`src/rtl/tsense_pkg.sv`:
```
package tsense_pkg;

  localparam int CTRL_W      = 32;
  localparam int CODE_W      = 10;
  localparam int IDX_W       = 4;
  localparam int VALID_POS   = 16;

  localparam int POS_START   = 0;
  localparam int POS_SRST    = 1;
  localparam int POS_ENABLE  = 2;
  localparam int POS_BYPASS  = 6;
  localparam int POS_IDX_LO  = 13;
  localparam int POS_RATE_LO = 24;
  localparam int POS_MODE_LO = 30;

  localparam logic [1:0] MODE_EXTERNAL = 2'd2;

  typedef struct packed {
    logic             start;
    logic             soft_rst;
    logic             enable;
    logic             bypass;
    logic [1:0]       mode;
    logic [1:0]       rate;
    logic [IDX_W-1:0] idx;
  } ctrl_fields_t;

  function automatic ctrl_fields_t split_ctrl(input logic [CTRL_W-1:0] w);
    ctrl_fields_t f;
    f.start    = w[POS_START];
    f.soft_rst = w[POS_SRST];
    f.enable   = w[POS_ENABLE];
    f.bypass   = w[POS_BYPASS];
    f.mode     = w[POS_MODE_LO +: 2];
    f.rate     = w[POS_RATE_LO +: 2];
    f.idx      = w[POS_IDX_LO +: IDX_W];
    return f;
  endfunction

endpackage

```
`src/rtl/tsense_src_sel.sv`:
```
module tsense_src_sel #(
  parameter int NUM_EXT = 4,
  parameter int IDX_W   = 4,
  parameter int SRC_W   = 3
) (
  input  logic             clk,
  input  logic             rst,
  input  logic [1:0]       mode,
  input  logic [IDX_W-1:0] idx,
  output logic [SRC_W-1:0] src_q,
  output logic             src_chg
);
  import tsense_pkg::*;

  logic [SRC_W-1:0] src_d;

  always_comb begin
    src_d = '0;
    if (mode == MODE_EXTERNAL) begin
      if (int'(idx) >= NUM_EXT) src_d = SRC_W'(NUM_EXT);
      else                      src_d = SRC_W'(idx) + SRC_W'(1);
    end
  end

  assign src_chg = (src_d != src_q);

  always_ff @(posedge clk) begin
    if (rst) src_q <= '0;
    else     src_q <= src_d;
  end
endmodule

```
`src/rtl/tsense_pacer.sv`:
```
module tsense_pacer #(
  parameter int SAMPLE_CYC = 100000,
  parameter int SWITCH_CYC = 750000
) (
  input  logic       clk,
  input  logic       rst,
  input  logic       restart,
  input  logic       run,
  input  logic [1:0] rate,
  output logic       tick
);
  localparam int PER_MAX = SAMPLE_CYC * 8;
  localparam int CNT_MAX = (PER_MAX > SWITCH_CYC) ? PER_MAX : SWITCH_CYC;
  localparam int CNT_W   = $clog2(CNT_MAX + 1);

  logic [CNT_W-1:0] settle_cnt;
  logic [CNT_W-1:0] per_cnt;
  logic [CNT_W-1:0] per_load;

  always_comb begin
    per_load = (CNT_W'(SAMPLE_CYC) << (2'd3 - rate)) - CNT_W'(1);
  end

  assign tick = run && !restart && (settle_cnt == '0) && (per_cnt == '0);

  always_ff @(posedge clk) begin
    if (rst || restart) begin
      settle_cnt <= CNT_W'(SWITCH_CYC);
      per_cnt    <= per_load;
    end else if (!run) begin
      per_cnt    <= per_load;
    end else if (settle_cnt != '0) begin
      settle_cnt <= settle_cnt - CNT_W'(1);
      per_cnt    <= per_load;
    end else if (per_cnt == '0) begin
      per_cnt    <= per_load;
    end else begin
      per_cnt    <= per_cnt - CNT_W'(1);
    end
  end
endmodule

```
`src/rtl/tsense_avg.sv`:
```
module tsense_avg #(
  parameter int CODE_W = 10
) (
  input  logic              clk,
  input  logic              rst,
  input  logic              clear_res,
  input  logic              drop_valid,
  input  logic              drop_pair,
  input  logic              tick,
  input  logic              bypass,
  input  logic [CODE_W-1:0] code,
  output logic [CODE_W-1:0] result,
  output logic              valid
);
  logic              half;
  logic [CODE_W-1:0] first;
  logic [CODE_W:0]   pair_sum;

  assign pair_sum = {first[CODE_W-1], first} + {code[CODE_W-1], code};

  always_ff @(posedge clk) begin
    if (rst) begin
      result <= '0;
      valid  <= 1'b0;
      half   <= 1'b0;
      first  <= '0;
    end else begin
      if (drop_pair) begin
        half <= 1'b0;
      end else if (tick) begin
        if (bypass) begin
          result <= code;
          valid  <= 1'b1;
          half   <= 1'b0;
        end else if (half) begin
          result <= pair_sum[CODE_W:1];
          valid  <= 1'b1;
          half   <= 1'b0;
        end else begin
          first  <= code;
          half   <= 1'b1;
        end
      end
      if (drop_valid) valid  <= 1'b0;
      if (clear_res)  result <= '0;
    end
  end
endmodule

```
`src/rtl/tsense_seq.sv`:
```
module tsense_seq #(
  parameter int NUM_EXT    = 4,
  parameter int SAMPLE_CYC = 100000,
  parameter int SWITCH_CYC = 750000
) (
  input  logic                               clk,
  input  logic                               rst,
  input  logic [31:0]                        ctrl_word,
  input  logic [tsense_pkg::CODE_W-1:0]      raw_code,
  output logic [$clog2(NUM_EXT+1)-1:0]       conv_src,
  output logic [31:0]                        status_word
);
  import tsense_pkg::*;

  localparam int SRC_W = $clog2(NUM_EXT + 1);

  ctrl_fields_t      cf;
  logic              run;
  logic              src_chg;
  logic              restart;
  logic              tick;
  logic [CODE_W-1:0] result;
  logic              valid;
  logic              ctrl_unused;

  assign cf          = split_ctrl(ctrl_word);
  assign ctrl_unused = ^{ctrl_word[5:3], ctrl_word[12:7], ctrl_word[23:17], ctrl_word[29:26]};
  assign run         = cf.start && cf.enable && !cf.soft_rst;
  assign restart     = src_chg || cf.soft_rst;

  tsense_src_sel #(
    .NUM_EXT (NUM_EXT),
    .IDX_W   (IDX_W),
    .SRC_W   (SRC_W)
  ) u_src (
    .clk     (clk),
    .rst     (rst),
    .mode    (cf.mode),
    .idx     (cf.idx),
    .src_q   (conv_src),
    .src_chg (src_chg)
  );

  tsense_pacer #(
    .SAMPLE_CYC (SAMPLE_CYC),
    .SWITCH_CYC (SWITCH_CYC)
  ) u_pacer (
    .clk     (clk),
    .rst     (rst),
    .restart (restart),
    .run     (run),
    .rate    (cf.rate),
    .tick    (tick)
  );

  tsense_avg #(
    .CODE_W (CODE_W)
  ) u_avg (
    .clk        (clk),
    .rst        (rst),
    .clear_res  (cf.soft_rst),
    .drop_valid (restart),
    .drop_pair  (restart || !run),
    .tick       (tick),
    .bypass     (cf.bypass),
    .code       (raw_code),
    .result     (result),
    .valid      (valid)
  );

  always_comb begin
    status_word                     = '0;
    status_word[CODE_W-1:0]         = result;
    status_word[VALID_POS]          = valid;
  end
endmodule

```
`config.mk`:
```
export PLATFORM = sky130hd
export DESIGN_NAME = tsense_seq
export DESIGN_NICKNAME = d
export VERILOG_FILES = /design/src/rtl/tsense_pkg.sv /design/src/rtl/tsense_src_sel.sv /design/src/rtl/tsense_pacer.sv /design/src/rtl/tsense_avg.sv /design/src/rtl/tsense_seq.sv
export SDC_FILE = /design/constraint.sdc
export NUM_CORES = 1
export LEC_CHECK = 0
export BUFFER_PORTS_ARGS = -buffer_cell sky130_fd_sc_hd__buf_4
export CAP_MARGIN = 20
export CORE_AREA = 2 2 86 88
export DETAILED_ROUTE_END_ITERATION = 6
export DIE_AREA = 0 0 88 90
export GPL_ROUTABILITY_DRIVEN = 0
export PLACE_DENSITY = 0.77
export SETUP_SLACK_MARGIN = 0.4
export SYNTH_ARGS = -nofsm -noshare
export SYNTH_HDL_FRONTEND = slang
export SYNTH_SLANG_ARGS = --single-unit
```
`constraint.sdc`:
```
create_clock -name clk -period 2.9 [get_ports clk]
set_input_delay 0.725 -clock clk [delete_from_list [all_inputs] [get_ports clk]]
set_output_delay 0.725 -clock clk [all_outputs]
set_load 0.01 [all_outputs]
```
### Word level (Yosys, flattened, before mapping)

Cells that the tools add are included.

* register bits: 65
* input port bits: 44
* output and inout bits: 35
* word-level logic and storage cells: 53

* add/subtract/negate cells: 6
* $lt $le $gt $ge: 1
* eq/ne operators: 2
* shifts and indexed selects: 1
* mux-type cells: 12
* bitwise logic cells: 3
* reductions and logical operators: 21

Operators by type and width (count)
* $mux 20: 4
* $logic_not 20->1: 2
* $sub 20x1->20 const B: 2
* $mux 10: 2
* $reduce_bool 20->1: 1
* $shl 17x2->20 const A: 1
* $sub 20x2->20 const B: 1
* $add 10x10->11: 1
* $mux 3: 2
* $reduce_or 2->1: 3
* $logic_and 1x1->1: 5
* $ge 4x3->1 const B: 1
* $mux 1: 4
* $reduce_and 4->1: 1
* $add 3x1->3 const B: 1
* $logic_not 1->1: 3
* $logic_or 1x1->1: 3
* $ne 3x3->1: 1
* $not 1->1: 3
* $reduce_and 3->1: 1
* $eq 2x2->1 const B: 1
* $reduce_and 2->1: 1
* $reduce_bool 2->1: 1
* $sub 2x2->2 const A: 1

### Logic depth before layout (Yosys ltp)

* depth after elaboration: 10
* mapped depth: 9
* gate-level depth less buffers: 8

### By module

From an unflattened synthesis, not the netlist that was laid out.

* cell total of the unflattened synthesis: 440
* area total of the unflattened synthesis: 3793.6 µm²

Modules (own cells, without submodules)
* tsense_pacer: times used 1, cells an instance 231, area each 2094.5 µm², sequential area each 800.8 µm²
* tsense_avg: times used 1, cells an instance 164, area each 1328.8 µm², sequential area each 440.4 µm²
* tsense_seq: times used 1, cells an instance 26, area each 195.2 µm², sequential area each 0.0 µm²
* tsense_src_sel: times used 1, cells an instance 19, area each 175.2 µm², sequential area each 60.1 µm²

### Worst setup path before layout

Ideal clock, no wire load.

* path type: input port to flip-flop
* start point: in ctrl_word[16]
* end point: reg u_pacer.per_cnt[11]
* setup time: 121 ps
* arrival time: 2571 ps
* required time: 2779 ps
* setup slack: 208 ps
* stages: 8
* buffers on the path: 2
* cells stage by stage: or2_1 -> clkbuf_1 -> or3_1 -> a21oi_1 -> o2111ai_1 -> nor3_1 -> buf_4 -> mux2_2

* longest elaborated chain between the ends: 7

Ends and longest elaborated chain
* from (decl): RTL line tsense_seq.sv:8 `input logic [31:0] ctrl_word,`
* $ge 4x3->1: RTL line tsense_src_sel.sv:20 `if (int'(idx) >= NUM_EXT) src_d = SRC_W'(NUM_EXT);`
* $mux 3: RTL line tsense_src_sel.sv:20
* $mux 3: RTL line tsense_src_sel.sv:19 `if (mode == MODE_EXTERNAL) begin`
* $ne 3x3->1: RTL line tsense_src_sel.sv:25 `assign src_chg = (src_d != src_q);`
* $logic_or 1x1->1: RTL line tsense_seq.sv:29 `assign restart = src_chg || cf.soft_rst;`
* $logic_or 1x1->1: RTL line tsense_pacer.sv:27 `if (rst || restart) begin`
* $mux 20: RTL line tsense_pacer.sv:27
* to (signal assigned): RTL line tsense_pacer.sv:29 `per_cnt <= per_load;`
* to (signal assigned): RTL line tsense_pacer.sv:31 `per_cnt <= per_load;`
* to (signal assigned): RTL line tsense_pacer.sv:34 `per_cnt <= per_load;`
* to (decl): RTL line tsense_pacer.sv:17 `logic [CNT_W-1:0] per_cnt;`

Every way passes these cells.
A chain may end at the register's enable or synchronous reset.

### Worst setup path after layout

* start point: reg u_pacer.settle_cnt[0]
* end point: reg u_pacer.per_cnt[13]

* longest elaborated chain between the ends: 4

Ends and longest elaborated chain
* from (decl): RTL line tsense_pacer.sv:16 `logic [CNT_W-1:0] settle_cnt;`
* from (signal assigned): RTL line tsense_pacer.sv:28 `settle_cnt <= CNT_W'(SWITCH_CYC);`
* from (signal assigned): RTL line tsense_pacer.sv:33 `settle_cnt <= settle_cnt - CNT_W'(1);`
* $reduce_bool 20->1: RTL line tsense_pacer.sv:32 `end else if (settle_cnt != '0) begin`
* $mux 20: RTL line tsense_pacer.sv:32
* $mux 20: RTL line tsense_pacer.sv:30 `end else if (!run) begin`
* $mux 20: RTL line tsense_pacer.sv:27

Every way passes these cells.

==> results by group <==
Outcome
  – Status: completed

Drt
  – Vias per Instance: 5.38
  – DR DRC count: 0
  – Final ANT Viol Nets: 0
  – WL per Instance: about 15 um
  – Via count: approximately 3,200
  – Final wirelength: slightly below 9000 um
  – 1st-iter DRT viols: 170
  – First-pass DRT Iterations: 4

Clocking
  – TritonCTS buffer count: 9
  – Skew-Pair Late Insertion Delay: 0.36 ns
  – Clock Sinks: between 60 and 70
  – Root Buffer: clkbuf_8
  – Clk buf depth: 2
  – H-tree depth: 3
  – Hold_buf cts: 0
  – Worst-path clk slew: 0.08 ns
  – CTS tree: done

Critical path
  – Worst Setup EP: u_pacer.per_cnt[13]
  – Startpoint types: flop
  – Flop-to-flop setup slack: 0.39 ns
  – Critical Path AT: ~2.8 ns
  – Worst-path fanout max: 6
  – R2r startpoint: u_pacer.settle_cnt[0]
  – CP startpoint: u_pacer.settle_cnt[0]
  – WP data required: around 3.2 ns
  – Crit path kind: flop to flop
  – FF-to-FF End: u_pacer.per_cnt[13]
  – Crit. End Element: flop
  – Worst Reg-to-Reg Cells: 9

Die
  – Die area: roughly 0.0079 mm2
  – Core area: around 0.007 mm2
  – Die X: around 88 um
  – Site Rows: 31
  – Floorplan die height: about 90 um
  – I/O pin cnt: 79
  – Initial Util: 0.533

Synth
  – Ys flop type: dfxtp_1
  – Library cells used by synthesis: 52
  – Syn avg cell area: roughly 8.9 um2
  – Ys Warns: 0
  – Yosys top cell by area: dfxtp_1
  – EDFF count, synth: 0
  – Post-Synthesis Cells: approximately 420
  – Synth area leaders: dfxtp_1, mux2i_1, ha_1, xnor2_1, nor2_1
  – Async SR Flop Fraction: 0
  – Register area share after synthesis: 0.348
  – Synthesized area: approximately 0.0037 mm2
  – Top-area cell type share of the netlist area: 0.348
  – Flops & latches, synth: 65

GRT
  – Gr ovfl total: 0
  – Global-route wire length before repair: ~14,000 um
  – Global Route Usage Sum: 0.214
  – Largest net degree at the start of global routing: 21
  – Initial antenna violation count: 0
  – Vias in the first global route: about 3,000

Placed design
  – Number of placed cells counting well taps: around 560
  – Port bufs: 37
  – HPWL after DPL: 5490 um

Timing
  – # setup viols final: 0
  – RSZ-0062 raised after global routing: yes
  – Worst slew pin tran: around 0.55 ns
  – Final Skew: roughly 0.0067 ns
  – Post-layout minimum cycle time: between 2 and 3 ns
  – Hold Slack: roughly 0.45 ns
  – Fmax: about 0.40 GHz
  – Final worst path period share: 0.867
  – Max-slew violation count: 0
  – Final hold vios: 0
  – Rel. slew slack: 0.631
  – Sum Neg Setup Slack: 0 ns

Cells and area
  – Nets: between 500 and 600
  – Share of layout cells above drive strength 1: 0.246
  – Area grow syn2layout: 25.3%
  – Multi-input gate area: roughly 0.0025 mm2
  – Antenna Cells: 0
  – Util after Layout: 0.668
  – Fillers: approximately 520
  – Non-Filler Instances: approximately 590
  – Reg area: roughly 0.0013 mm2

Power and ir drop
  – Max IR drop VDD: between 400 and 500 uV
  – P_leak: 0.00179 uW
  – Pwr dens: 423 mW/mm2

Flow run
  – Max cap viols: 0

Worst hold path
  – Worst Hold Class: flop to flop
per-stage QoR:
| step | setup WS (ns) | instance area, um2 | total power (uW) |
|---|---|---|---|
| final | 0.387 | 4690 | 1980 |
| after global routing | 0.316 | 4690 | 2040 |
| after CTS | 0.392 | 4420 | 1960 |
| after detailed placement | 0.0157 | 4140 | 1110 |
| after global placement | 0.0779 | 4140 | 1100 |
| after floorplan | 0.279 | 3870 | 1070 |
logic make-up after synthesis:
| logic type | after synthesis | synth area share |
|---|---|---|
| and+or+nand+nor | 169 | 0.231 |
| muxes | 31 | 0.0853 |
| buffers and inverters | 41 | 0.0676 |
| xor gates and xnor gates | 41 | 0.0960 |
| other | 1 | 0.00100 |
| AOI/OAI and AO/OA | 54 | 0.103 |
| adders and majority gates | 20 | 0.0689 |
| DFF | 65 | 0.348 |
sequential cells by signal (all words and copies together) (netlist names):
signal	count
u_pacer.per_cnt	20
u_pacer.settle_cnt	20
u_avg.first	10
u_avg.result	10
u_src.src_q	3
u_avg.half	1
u_avg.valid	1
layout by cell type, fill, tap and decap left out, types with 6 or more instances in the layout:
| cell | count |
|---|---|
| a211oi_1 | 7 |
| a21oi_1 | 12 |
| buf_4 | 53 |
| buf_6 | 6 |
| clkbuf_8 | 9 |
| conb_1 | 21 |
| dfxtp_1 | 63 |
| ha_1 | 17 |
| mux2_4 | 6 |
| mux2i_1 | 24 |
| nand2_1 | 36 |
| nor2_1 | 50 |
| nor3_1 | 20 |
| nor4_1 | 9 |
| o21ai_0 | 9 |
| xnor2_1 | 25 |
| xor2_1 | 16 |
report_power, final:
part / switching [uW] / total [uW] / internal [uW]
logic: 105 / 187 / 82.1
clock network: 389 / 870 / 482
registers: 16.7 / 923 / 907
synth_stat cells (3+ instances only):
cell,count
nand2_1,38
a31oi_1,4
nor2b_1,4
dfxtp_1,65
xnor2_1,25
mux2_2,7
nor2_1,51
a21o_1,6
buf_4,24
or3_1,7
a21oi_1,13
o21ai_0,10
nand3_1,3
and2_1,3
clkbuf_1,8
mux2i_1,24
or2_2,3
nor4_1,11
nand2b_1,5
ha_1,19
nor3_1,22
a211oi_1,8
inv_1,7
or4_1,3
nand4_1,3
xor2_1,16
per-layer routing:
layer,share of wire,up-vias,global-route usage
li1,-,1560,-
met3,0.054,21,0.0468
met4,0.022,0,0.0782
met1,0.43,1475,0.272
met2,0.49,99,0.353
met5,0,-,0
worst min-delay path by stage:
stage                       startpoint                 end  slack, ns  depth (start not counted)
floorplan           u_pacer.per_cnt[0]  u_pacer.per_cnt[0]       0.39                          1
global placement    u_pacer.per_cnt[0]  u_pacer.per_cnt[0]       0.41                          1
detailed placement  u_pacer.per_cnt[0]  u_pacer.per_cnt[0]       0.43                          1
CTS                 u_pacer.per_cnt[0]  u_pacer.per_cnt[0]       0.45                          1
global route        u_pacer.per_cnt[0]  u_pacer.per_cnt[0]       0.46                          1
finish              u_pacer.per_cnt[0]  u_pacer.per_cnt[0]       0.45                          1
layout make-up:
cell class	count	area share
inverter	7	0.00614
tap	99	0.0264
clock inverter	7	0.0203
multi-input combinational	336	0.526
clock buffer	9	0.0264
sequential	65	0.279
timing repair buffer	63	0.116
timing repair:
item,in CTS,in global routing
buffers inserted,3,9
endpoints found under the setup margin,31,39
gates cloned,1,1
pin swaps,3,11
resized for setup,7,38
critical path: stages, from the launching register on:
cell and delay (ns):
dfxtp_4 0.37, inv_4 0.06, ha_4 0.12, or4b_4 0.46, or3_4 0.40, nor2_4 0.12
o2111ai_4 0.13, nor3_4 0.26, buf_6 0.18, mux2_4 0.31
Power figures use the tool's default switching activity.
